===== src/rtl/wdtPkg.sv =====
package wdtPkg;
  // Strobes from control to datapath
  typedef struct packed {
    logic load;   // restart the window
    logic step;   // advance the count
    logic fire;   // window expired: request reset
    logic flag;   // write condition flags
  } wdtStrobe_t;
endpackage


===== src/rtl/wdtCtrl.sv =====
module wdtCtrl #(
  parameter int TIMEOUT = 16,
  parameter logic [7:0] WDT_OP = 8'h5F,
  localparam int CW = (TIMEOUT > 2) ? $clog2(TIMEOUT) : 1
) (
  input  logic                clk,
  input  logic                rstN,
  input  logic                opValid,
  input  logic [7:0]          opCode,
  input  logic                runEn,
  input  logic [CW-1:0]       cnt,
  output wdtPkg::wdtStrobe_t  strobe
);
  localparam logic [CW-1:0] LAST = CW'(TIMEOUT - 1);

  logic isWdt;
  logic armed;
  logic atEnd;
  logic counting;

  assign isWdt    = opValid && (opCode == WDT_OP);
  assign atEnd    = (cnt == LAST);
  assign counting = armed && runEn && !isWdt;

  // Sticky arm: only reset clears it
  always_ff @(posedge clk) begin
    if (!rstN)      armed <= 1'b0;
    else if (isWdt) armed <= 1'b1;
  end

  always_comb begin
    strobe.load = isWdt;
    strobe.flag = isWdt;
    strobe.step = counting && !atEnd;
    strobe.fire = counting && atEnd;
  end
endmodule


===== src/rtl/wdtData.sv =====
module wdtData #(
  parameter int TIMEOUT = 16,
  localparam int CW = (TIMEOUT > 2) ? $clog2(TIMEOUT) : 1
) (
  input  logic                clk,
  input  logic                rstN,
  input  wdtPkg::wdtStrobe_t  strobe,
  output logic [CW-1:0]       cnt,
  output logic                rstReq,
  output logic [2:0]          flagWr,
  output logic                flagZ,
  output logic                flagS,
  output logic                flagV
);
  always_ff @(posedge clk) begin
    if (!rstN) begin
      cnt <= '0;
    end else if (strobe.load || strobe.fire) begin
      cnt <= '0;
    end else if (strobe.step) begin
      cnt <= cnt + 1'b1;
    end
  end

  always_ff @(posedge clk) begin
    if (!rstN) begin
      rstReq <= 1'b0;
      flagWr <= 3'b000;
      flagZ  <= 1'b0;
    end else begin
      rstReq <= strobe.fire;
      flagWr <= {3{strobe.flag}};
      flagZ  <= strobe.flag;
    end
  end

  // Sign and overflow are always written as zero
  assign flagS = 1'b0;
  assign flagV = 1'b0;
endmodule


===== src/rtl/wdtTop.sv =====
module wdtTop #(
  parameter int TIMEOUT = 16,
  parameter logic [7:0] WDT_OP = 8'h5F,
  localparam int CW = (TIMEOUT > 2) ? $clog2(TIMEOUT) : 1
) (
  input  logic       clk,
  input  logic       rstN,
  input  logic       opValid,
  input  logic [7:0] opCode,
  input  logic       runEn,
  output logic       rstReq,
  output logic [2:0] flagWr,
  output logic       flagZ,
  output logic       flagS,
  output logic       flagV
);
  wdtPkg::wdtStrobe_t strobe;
  logic [CW-1:0] cnt;

  wdtCtrl #(.TIMEOUT(TIMEOUT), .WDT_OP(WDT_OP)) i_ctrl (
    .clk(clk), .rstN(rstN), .opValid(opValid), .opCode(opCode),
    .runEn(runEn), .cnt(cnt), .strobe(strobe)
  );

  wdtData #(.TIMEOUT(TIMEOUT)) i_data (
    .clk(clk), .rstN(rstN), .strobe(strobe), .cnt(cnt),
    .rstReq(rstReq), .flagWr(flagWr), .flagZ(flagZ),
    .flagS(flagS), .flagV(flagV)
  );
endmodule


===== config.mk =====
export PLATFORM = sky130hd
export DESIGN_NAME = wdtTop
export DESIGN_NICKNAME = d
export VERILOG_FILES = /design/src/rtl/wdtPkg.sv /design/src/rtl/wdtCtrl.sv /design/src/rtl/wdtData.sv /design/src/rtl/wdtTop.sv
export SDC_FILE = /design/constraint.sdc
export NUM_CORES = 1
export LEC_CHECK = 0
export BUFFER_PORTS_ARGS = -buffer_cell sky130_fd_sc_hd__buf_2
export CORE_AREA = 2 2 39 41
export CTS_BUF_LIST = sky130_fd_sc_hd__clkbuf_2 sky130_fd_sc_hd__clkbuf_4 sky130_fd_sc_hd__clkbuf_8
export CTS_CLUSTER_SIZE = 14
export DETAILED_ROUTE_END_ITERATION = 7
export DIE_AREA = 0 0 41 43
export HOLD_SLACK_MARGIN = 0.15
export PLACE_DENSITY = 0.55
export REMOVE_ABC_BUFFERS = 1
export SETUP_SLACK_MARGIN = 0.1
export SYNTH_ARGS = -nofsm -noshare
export SYNTH_HDL_FRONTEND = slang
export SYNTH_SLANG_ARGS = --single-unit

===== constraint.sdc =====
create_clock -name clk -period 1.6 [get_ports clk]
set_input_delay 0.32 -clock clk [delete_from_list [all_inputs] [get_ports clk]]
set_output_delay 0.32 -clock clk [all_outputs]
set_load 0.05 [all_outputs]

==> flow_summary_export.csv, run 1 <==
group,metric,value,unit
critical_path,timing_worst_setup_path_type,"reg2reg",
yosys,yosys_warnings,0,
timing,report.final.setup_viol,0,
cells_and_area,postLayoutCoreUtil,32.2,%
clocking,cts_hold_buf,0,
critical_path,r2r_cells,4,
timing,number_of_slew_limit_violations_in_the_final_report,0,
hold_path,timing.hold.worst.class,"in2reg",
timing,finalCritPeriodShare,77.3,%
global_routing,grt_pass1_vias,240,
critical_path,critical_path.max_stage_delay,0.37,ns
critical_path,category_of_the_worst_setup_path_capture_point,"flip-flop",
critical_path,critical_path.startpoint_type,"flip-flop",
global_routing,global_router_s_overall_resource_usage,7.74,%
hold_path,timing.hold.worst_endpoint,"i_ctrl.armed",
critical_path,timing.critical_path.fanout_max,5,
cells_and_area,drive_above_1_share,40.0,%
power_and_ir_drop,power_per_cell_area,836,nW/µm²
critical_path,timing.reg2reg.setup_slack,0.36,ns
clocking,cts-buffers-inserted,3,
clocking,cts.root.buffer_cell,"clkbuf_4",
placed_design,globalplace.congestion,0.673,
cells_and_area,synthToLayoutAreaGrowth,26.7,%
cells_and_area,most-common-layout-cells,"buf_2 (16), dfxtp_1 (7), nand3_1 (4), nand2_1 (4)",
floorplan,die_w,41,µm
global_routing,grt.overflow.total,0,
floorplan,top_ports,19,
critical_path,r2r-start,"i_data.cnt[0]",
global_routing,antenna_found_initial,0,
clocking,postCtsSetupBuffers,0,
global_routing,grt_max_degree,6,
detailed_routing,drt_iter0_markers,3,
detailed_routing,first_pass_iters,4,
power_and_ir_drop,design_power,0.000372,W
detailed_routing,detail_route.wl_per_cell,8.49,µm
power_and_ir_drop,leakage,0.192,nW
placed_design,post-place-cells,67,
critical_path,crit_family,"simple AND/OR/NAND/NOR gates",
yosys,synth_area_per_cell,9.02,µm²
cells_and_area,nets,69,
floorplan,start_util,25.4,%
floorplan,placementRows,14,
yosys,synthesis.area,352,µm²
run,maxCapViolations,0,
floorplan,core-area,1380,µm²
yosys,synth_seq_cells,7,
clocking,clock_tree.buffer_depth,2,
clocking,cts.sink_count,7,
clocking,worst_setup_hold_path_clk_slew,0.06,ns
yosys,seq_area_frac_synth,39.9,%
critical_path,required,1.79,ns
detailed_routing,detail_route.drc_violations,0,
clocking,htreeDepth,1,
detailed_routing,vias_per_cell,4.24,
critical_path,r2r_end,"i_data.cnt[0]",
detailed_routing,detail_route.wirelength,603,µm
timing,post-route-min-period,1.24,ns
clocking,tritoncts_clock_tree,"done",
outcome,status,"finished, final reports clean",
hold_path,worstHoldStart,"rstN",
critical_path,cp_data_arrival_time,1.43,ns
hold_path,min_delay_path_depth,2,
power_and_ir_drop,peakVddDrop,0.000268,V
yosys,syn-instance-count,39,
detailed_routing,route.vias.total,301,
clocking,post_cts.resized_instances,0,
yosys,synthDistinctLibCells,20,
cells_and_area,mostFrequentLayoutCell,"buf_2",
placed_design,placement.io_buffers,16,
cells_and_area,num_antenna_cells,0,
critical_path,timing.critical_path.cells,"ha_1 > nand3_1 > or3b_1 > a21oi_2",
detailed_routing,antenna_violating_nets_post_route,0,
timing,achievable-frequency,0.809,GHz
cells_and_area,layout.cells.non_filler,71,
critical_path,critical_path_cell_with_the_highest_stage_delay,"or3b_1",
timing,fin_skew,0.00674,ns
global_routing,grt_pass1_wl,876,µm
floorplan,chipHeight,43,µm
timing,rsz0062_at_grt,"no",
clocking,clock_insertion_delay_at_the_later_pin_of_the_skew_report,0.26,ns
critical_path,critPathBufInv,0,
floorplan,fp.dieArea,1760,µm²
timing,final-hold-violation-count,0,
[where the power goes]
part / switching (W) / internal, W
Clock: 0.0000720 / 0.0000916
Sequential: 0.000000123 / 0.000174
Combinational: 0.0000213 / 0.0000128
Total: 0.0000934 / 0.000279
[sequential cells by signal (all words and copies together), names as in the netlist]
signal,flops
i_data.cnt,4
i_ctrl.armed,1
i_data.flagWr,1
i_data.rstReq,1
[cells by family (layout without fill, tap and decap cells)]
kind of cell	after synthesis	after routing	synth area share (%)
AND/OR/NAND/NOR	17	17	26.0
AO/OA/AOI/OAI	7	7	16.4
flip-flops	7	7	39.9
buffers and inverters	5	20	10.7
adder cells (fa/ha/maj)	1	1	3.56
other	1	2	1.07
XOR/XNOR	1	1	2.49
[metrics by stage]
step	setup slack (ns)	cell area [µm²]	TNS, ns	hold slack (ns)
floorplan	-0.273	318	-1.09	0.438
detailed placement	0.333	418	0	0.488
CTS	0.356	445	0	0.313
global route	0.278	445	0	0.315
finish	0.363	445	0	0.325
global placement	0.320	418	0	0.480
[cell type report]
cell class,count,area [µm²]
Tap cell,16,20.0
Sequential cell,7,140
Multi-Input combinational cell,28,178
Clock inverter,1,5.00
Fill cell,142,938
Timing Repair Buffer,16,80.1
Clock buffer,3,22.5
[cells in the mapped netlist, drive strengths merged]
cell type	number	area share (%)
buf	5	11
and2	1	1.8
nand3	4	5.7
dfxtp	7	40
o31ai	1	6.0
nand4b	1	2.5
or3	1	1.8
xor2	1	2.5
ha	1	3.6
nand2	4	4.3
nor3	2	2.8
nor2	1	1.1
o21a	1	2.1
conb	1	1.1
nand4	1	1.8
or3b	1	2.5
nand2b	1	1.8
o21ai	1	1.4
a21oi	4	6.8
[worst max-delay path by stage]
stage                     slack [ns]  depth (start not counted)             to              from
after detailed placement        0.33                          4  i_data.rstReq         opCode[7]
final                           0.36                          4  i_data.cnt[0]     i_data.cnt[0]
after CTS                       0.36                          4  i_data.cnt[0]     i_data.cnt[0]
after global routing            0.28                          4  i_data.cnt[0]     i_data.cnt[0]
after global placement          0.32                          4  i_data.rstReq         opCode[7]
after floorplan                -0.27                          0      flagWr[0]  i_data.flagWr[0]
[per-layer routing]
layer / wire length, µm / part of all wire [%] / track usage (%)
met2: 245 / 41 / 9.69
met5: 0 / 0 / 0
met3: 70 / 12 / 4.71
met1: 275 / 46 / 9.03
met4: 11 / 1.8 / 6.00
Power figures use the tool's default switching activity.
==> run 2, diff against run 1 <==
--- a/config.mk
+++ b/config.mk
@@ -5,6 +5,7 @@
 export SDC_FILE = /design/constraint.sdc
 export NUM_CORES = 1
 export LEC_CHECK = 0
+export ABC_AREA = 1
 export BUFFER_PORTS_ARGS = -buffer_cell sky130_fd_sc_hd__buf_2
 export CORE_AREA = 2 2 39 41
 export CTS_BUF_LIST = sky130_fd_sc_hd__clkbuf_2 sky130_fd_sc_hd__clkbuf_4 sky130_fd_sc_hd__clkbuf_8
@@ -12,7 +13,7 @@
 export DETAILED_ROUTE_END_ITERATION = 7
 export DIE_AREA = 0 0 41 43
 export HOLD_SLACK_MARGIN = 0.15
-export PLACE_DENSITY = 0.55
+export PLACE_DENSITY = 0.62
 export REMOVE_ABC_BUFFERS = 1
 export SETUP_SLACK_MARGIN = 0.1
 export SYNTH_ARGS = -nofsm -noshare
==> constraint.sdc (replaced) <==
create_clock -name clk -period 1 [get_ports clk]
set_input_delay 0.2 -clock clk [delete_from_list [all_inputs] [get_ports clk]]
set_output_delay 0.2 -clock clk [all_outputs]
set_load 0.05 [all_outputs]
==> flow_summary_export.csv, run 2 <==
group,metric,value,unit
run,maxCapViolations,0,
clocking,clock_insertion_delay_at_the_later_pin_of_the_skew_report,0.25,ns
clocking,tritoncts_clock_tree,"done",
clocking,cts-buffers-inserted,3,
power_and_ir_drop,power.share.switching,22.9,%
detailed_routing,detail_route.drc_violations,0,
cells_and_area,nets,88,
floorplan,core-area,1380,µm²
timing,post-route-min-period,1.07,ns
global_routing,grt_pass1_vias,347,
detailed_routing,detail_route.wl_per_cell,9.99,µm
critical_path,cp_data_arrival_time,1.25,ns
power_and_ir_drop,power_per_cell_area,976,nW/µm²
critical_path,timing_worst_setup_path_type,"reg2reg",
global_routing,grt_max_degree,10,
timing,final-hold-violation-count,0,
yosys,post-synth-top-count-cell,"nand2_1",
placed_design,globalplace.congestion,0.766,
power_and_ir_drop,p_switching,0.000142,W
critical_path,critical_path_cell_with_the_highest_stage_delay,"dfxtp_1",
yosys,synthTopCellsByArea,"dfxtp_1 (34%), nand2_1 (12%), buf_4 (9.1%)",
clocking,cts.root.buffer_cell,"clkbuf_4",
floorplan,die_w,41,µm
yosys,synthFlopType,"dfxtp_1",
critical_path,r2r-start,"i_data.cnt[2]",
yosys,seq_area_frac_synth,34.1,%
critical_path,critical_path.max_stage_delay,0.43,ns
hold_path,worstHoldStart,"rstN",
cells_and_area,layout.cells.non_filler,90,
timing,worst_hold_slack,0.216,ns
placed_design,placement.io_buffers,16,
yosys,ffs_w_async_s_r_synth,0,%
yosys,synth_area_per_cell,7.74,µm²
yosys,synthesis.area,410,µm²
power_and_ir_drop,leakage,0.291,nW
cells_and_area,most-common-layout-cells,"nand2_1 (13), buf_2 (11), inv_1 (6)",
yosys,synth_edf_count,0,
critical_path,timing.reg2reg.setup_slack,-0.07,ns
clocking,cts_hold_buf,0,
floorplan,start_util,29.7,%
timing,number_of_slew_limit_violations_in_the_final_report,0,
hold_path,timing.hold.worst.class,"in2reg",
timing,report.final.setup_viol,5,
cells_and_area,largest_register_ffs,4,
global_routing,global_router_s_overall_resource_usage,12.0,%
clocking,cts.sink_count,7,
timing,pnr_worst_setup_slack,-0.0669,ns
yosys,syn-instance-count,53,
detailed_routing,antenna_violating_nets_post_route,0,
critical_path,category_of_the_worst_setup_path_capture_point,"flip-flop",
detailed_routing,detail_route.wirelength,899,µm
cells_and_area,num_antenna_cells,0,
placed_design,place_hpwl,633,µm
hold_path,min_delay_path_depth,3,
critical_path,timing.critical_path.cells,"buf_4 > nand4_1 > nand2_1 > nand4_1 > a21oi_1",
global_routing,grt.overflow.total,0,
power_and_ir_drop,p_seq_share,44.6,%
critical_path,timing.critical_path.mode_cell,"nand4_1",
critical_path,required,1.18,ns
critical_path,crit_family,"flip-flops",
detailed_routing,route.vias.total,437,
cells_and_area,max_flop_register,"i_data.cnt",
timing,fin_skew,0.00286,ns
critical_path,r2r_cells,5,
floorplan,chipHeight,43,µm
floorplan,top_ports,19,
placed_design,post-place-ws,-0.168,ns
critical_path,critical_path.startpoint_type,"flip-flop",
clocking,clock_tree.buffer_depth,2,
timing,finalCritPeriodShare,107,%
power_and_ir_drop,share_comb_of_total_power,9.6,%
power_and_ir_drop,peakVddDrop,0.000463,V
clocking,htreeDepth,1,
outcome,status,"finished, violations left",
yosys,yosys-top-cells-count,"nand2_1 (13), dfxtp_1 (7), inv_1 (6)",
cells_and_area,drive_above_1_share,51.4,%
global_routing,antenna_found_initial,0,
outcome,violations,"negative setup slack",
floorplan,fp.dieArea,1760,µm²
cells_and_area,synthToLayoutAreaGrowth,54.9,%
critical_path,critPathBufInv,1,
hold_path,timing.hold.worst_endpoint,"i_ctrl.armed",
detailed_routing,drt_iter0_markers,11,
placed_design,post-place-cells,86,
critical_path,r2r_end,"i_data.cnt[3]",
clocking,postCtsSetupBuffers,0,
timing,achievable-frequency,0.937,GHz
power_and_ir_drop,power.internal,0.000478,W
detailed_routing,vias_per_cell,4.86,
timing,rsz0062_at_grt,"yes",
cells_and_area,mostFrequentLayoutCell,"nand2_1",
yosys,synth_area_leader_cell,"dfxtp_1",
floorplan,placementRows,14,
global_routing,grt_pass1_wl,1390,µm
detailed_routing,first_pass_iters,5,
yosys,yosys_warnings,0,
critical_path,timing.critical_path.fanout_max,3,
yosys,synth_seq_cells,7,
clocking,worst_setup_hold_path_clk_slew,0.05,ns
yosys,synth_largest_type_area_fraction,34.1,%
power_and_ir_drop,power.clock.fraction,45.8,%
yosys,synthDistinctLibCells,18,
==> run 2: cell types whose count changed in the layout (fill, tap and decap cells not counted), sizes merged, moves of 2 or more <==
cell | before | now
nand4 | 1 | 5
buf | 16 | 21
nand2 | 4 | 13
inv | 0 | 6
nor2 | 1 | 3
==> run 2: cells by family (layout without fill, tap and decap cells) <==
| logic type | count (synthesis) | in the layout | synth area share (%) |
|---|---|---|---|
| AND/OR/NAND/NOR | 26 | 26 | 35.1 |
| buffers and inverters | 11 | 31 | 14.6 |
| flip-flops | 7 | 7 | 34.1 |
| AO/OA/AOI/OAI | 6 | 6 | 10.1 |
| adder cells (fa/ha/maj) | 1 | 1 | 3.05 |
| other | 1 | 2 | 0.914 |
| XOR/XNOR | 1 | 1 | 2.13 |
==> run 2: power groups by stage <==
stage | logic, W | clock network, W | registers (W)
final | 0.0000594 | 0.000284 | 0.000277
after CTS | 0.0000598 | 0.000292 | 0.000277
after global placement | 0.0000557 | 0 | 0.000285
after global routing | 0.0000653 | 0.000307 | 0.000276
after detailed placement | 0.0000569 | 0 | 0.000285
after floorplan | 0.0000321 | 0 | 0.000286
==> run 2: routing by layer <==
metal | up-vias | GRT usage, % | routed length, µm
li1 | 212 | - | -
met1 | 184 | 13.6 | 340
met2 | 37 | 18.4 | 440
met3 | 4 | 3.14 | 94
met4 | 0 | 8.00 | 23
met5 | - | 0 | 0
==> run 2: how the worst max path moves through the flow <==
stage	from	endpoint	slack, ns	cells after the start
3_3_place_gp	i_data.cnt[0]	i_data.cnt[3]	-0.12	4
3_5_place_dp	i_data.cnt[1]	i_data.cnt[3]	-0.17	4
4_1_cts	i_data.cnt[1]	i_data.cnt[3]	-0.07	4
5_1_grt	i_data.cnt[1]	i_data.cnt[2]	-0.12	4
2_1_floorplan	i_data.flagWr[0]	flagWr[0]	-0.75	0
6_report	i_data.cnt[2]	i_data.cnt[3]	-0.07	5
==> run 2: repair_timing <==
| item | CTS | global route |
|---|---|---|
| cloned | 0 | 0 |
| endpoints found under the setup margin | 10 | 10 |
| pin swaps | 2 | 1 |
| gates resized for setup | 25 | 0 |
==> run 2: metrics by stage <==
| stage | power [W] | instance area (µm²) | util, % | setup TNS, ns |
|---|---|---|---|---|
| after global placement | 0.000341 | 514 | 37.2 | -0.552 |
| after CTS | 0.000628 | 636 | 45.9 | -0.243 |
| after detailed placement | 0.000342 | 514 | 37.2 | -0.747 |
| after global routing | 0.000648 | 636 | 45.9 | -0.578 |
| final | 0.000620 | 636 | 45.9 | -0.250 |
| after floorplan | 0.000318 | 377 | - | -3.44 |
==> run 2: worst reg2reg max path, cell delays in order (launching register included) <==
cell	delay, ns
dfxtp_1	0.43
buf_4	0.17
nand4_1	0.09
nand2_1	0.08
nand4_1	0.09
a21oi_1	0.15
==> run 2: area by class of cell <==
| cell class | instances | area [µm²] |
|---|---|---|
| clock buffers | 4 | 30.0 |
| fillers | 133 | 748 |
| multi-input cells | 36 | 248 |
| well taps | 16 | 20.0 |
| flip-flops and latches | 7 | 148 |
| inverters | 6 | 22.5 |
| repair buffers | 21 | 168 |
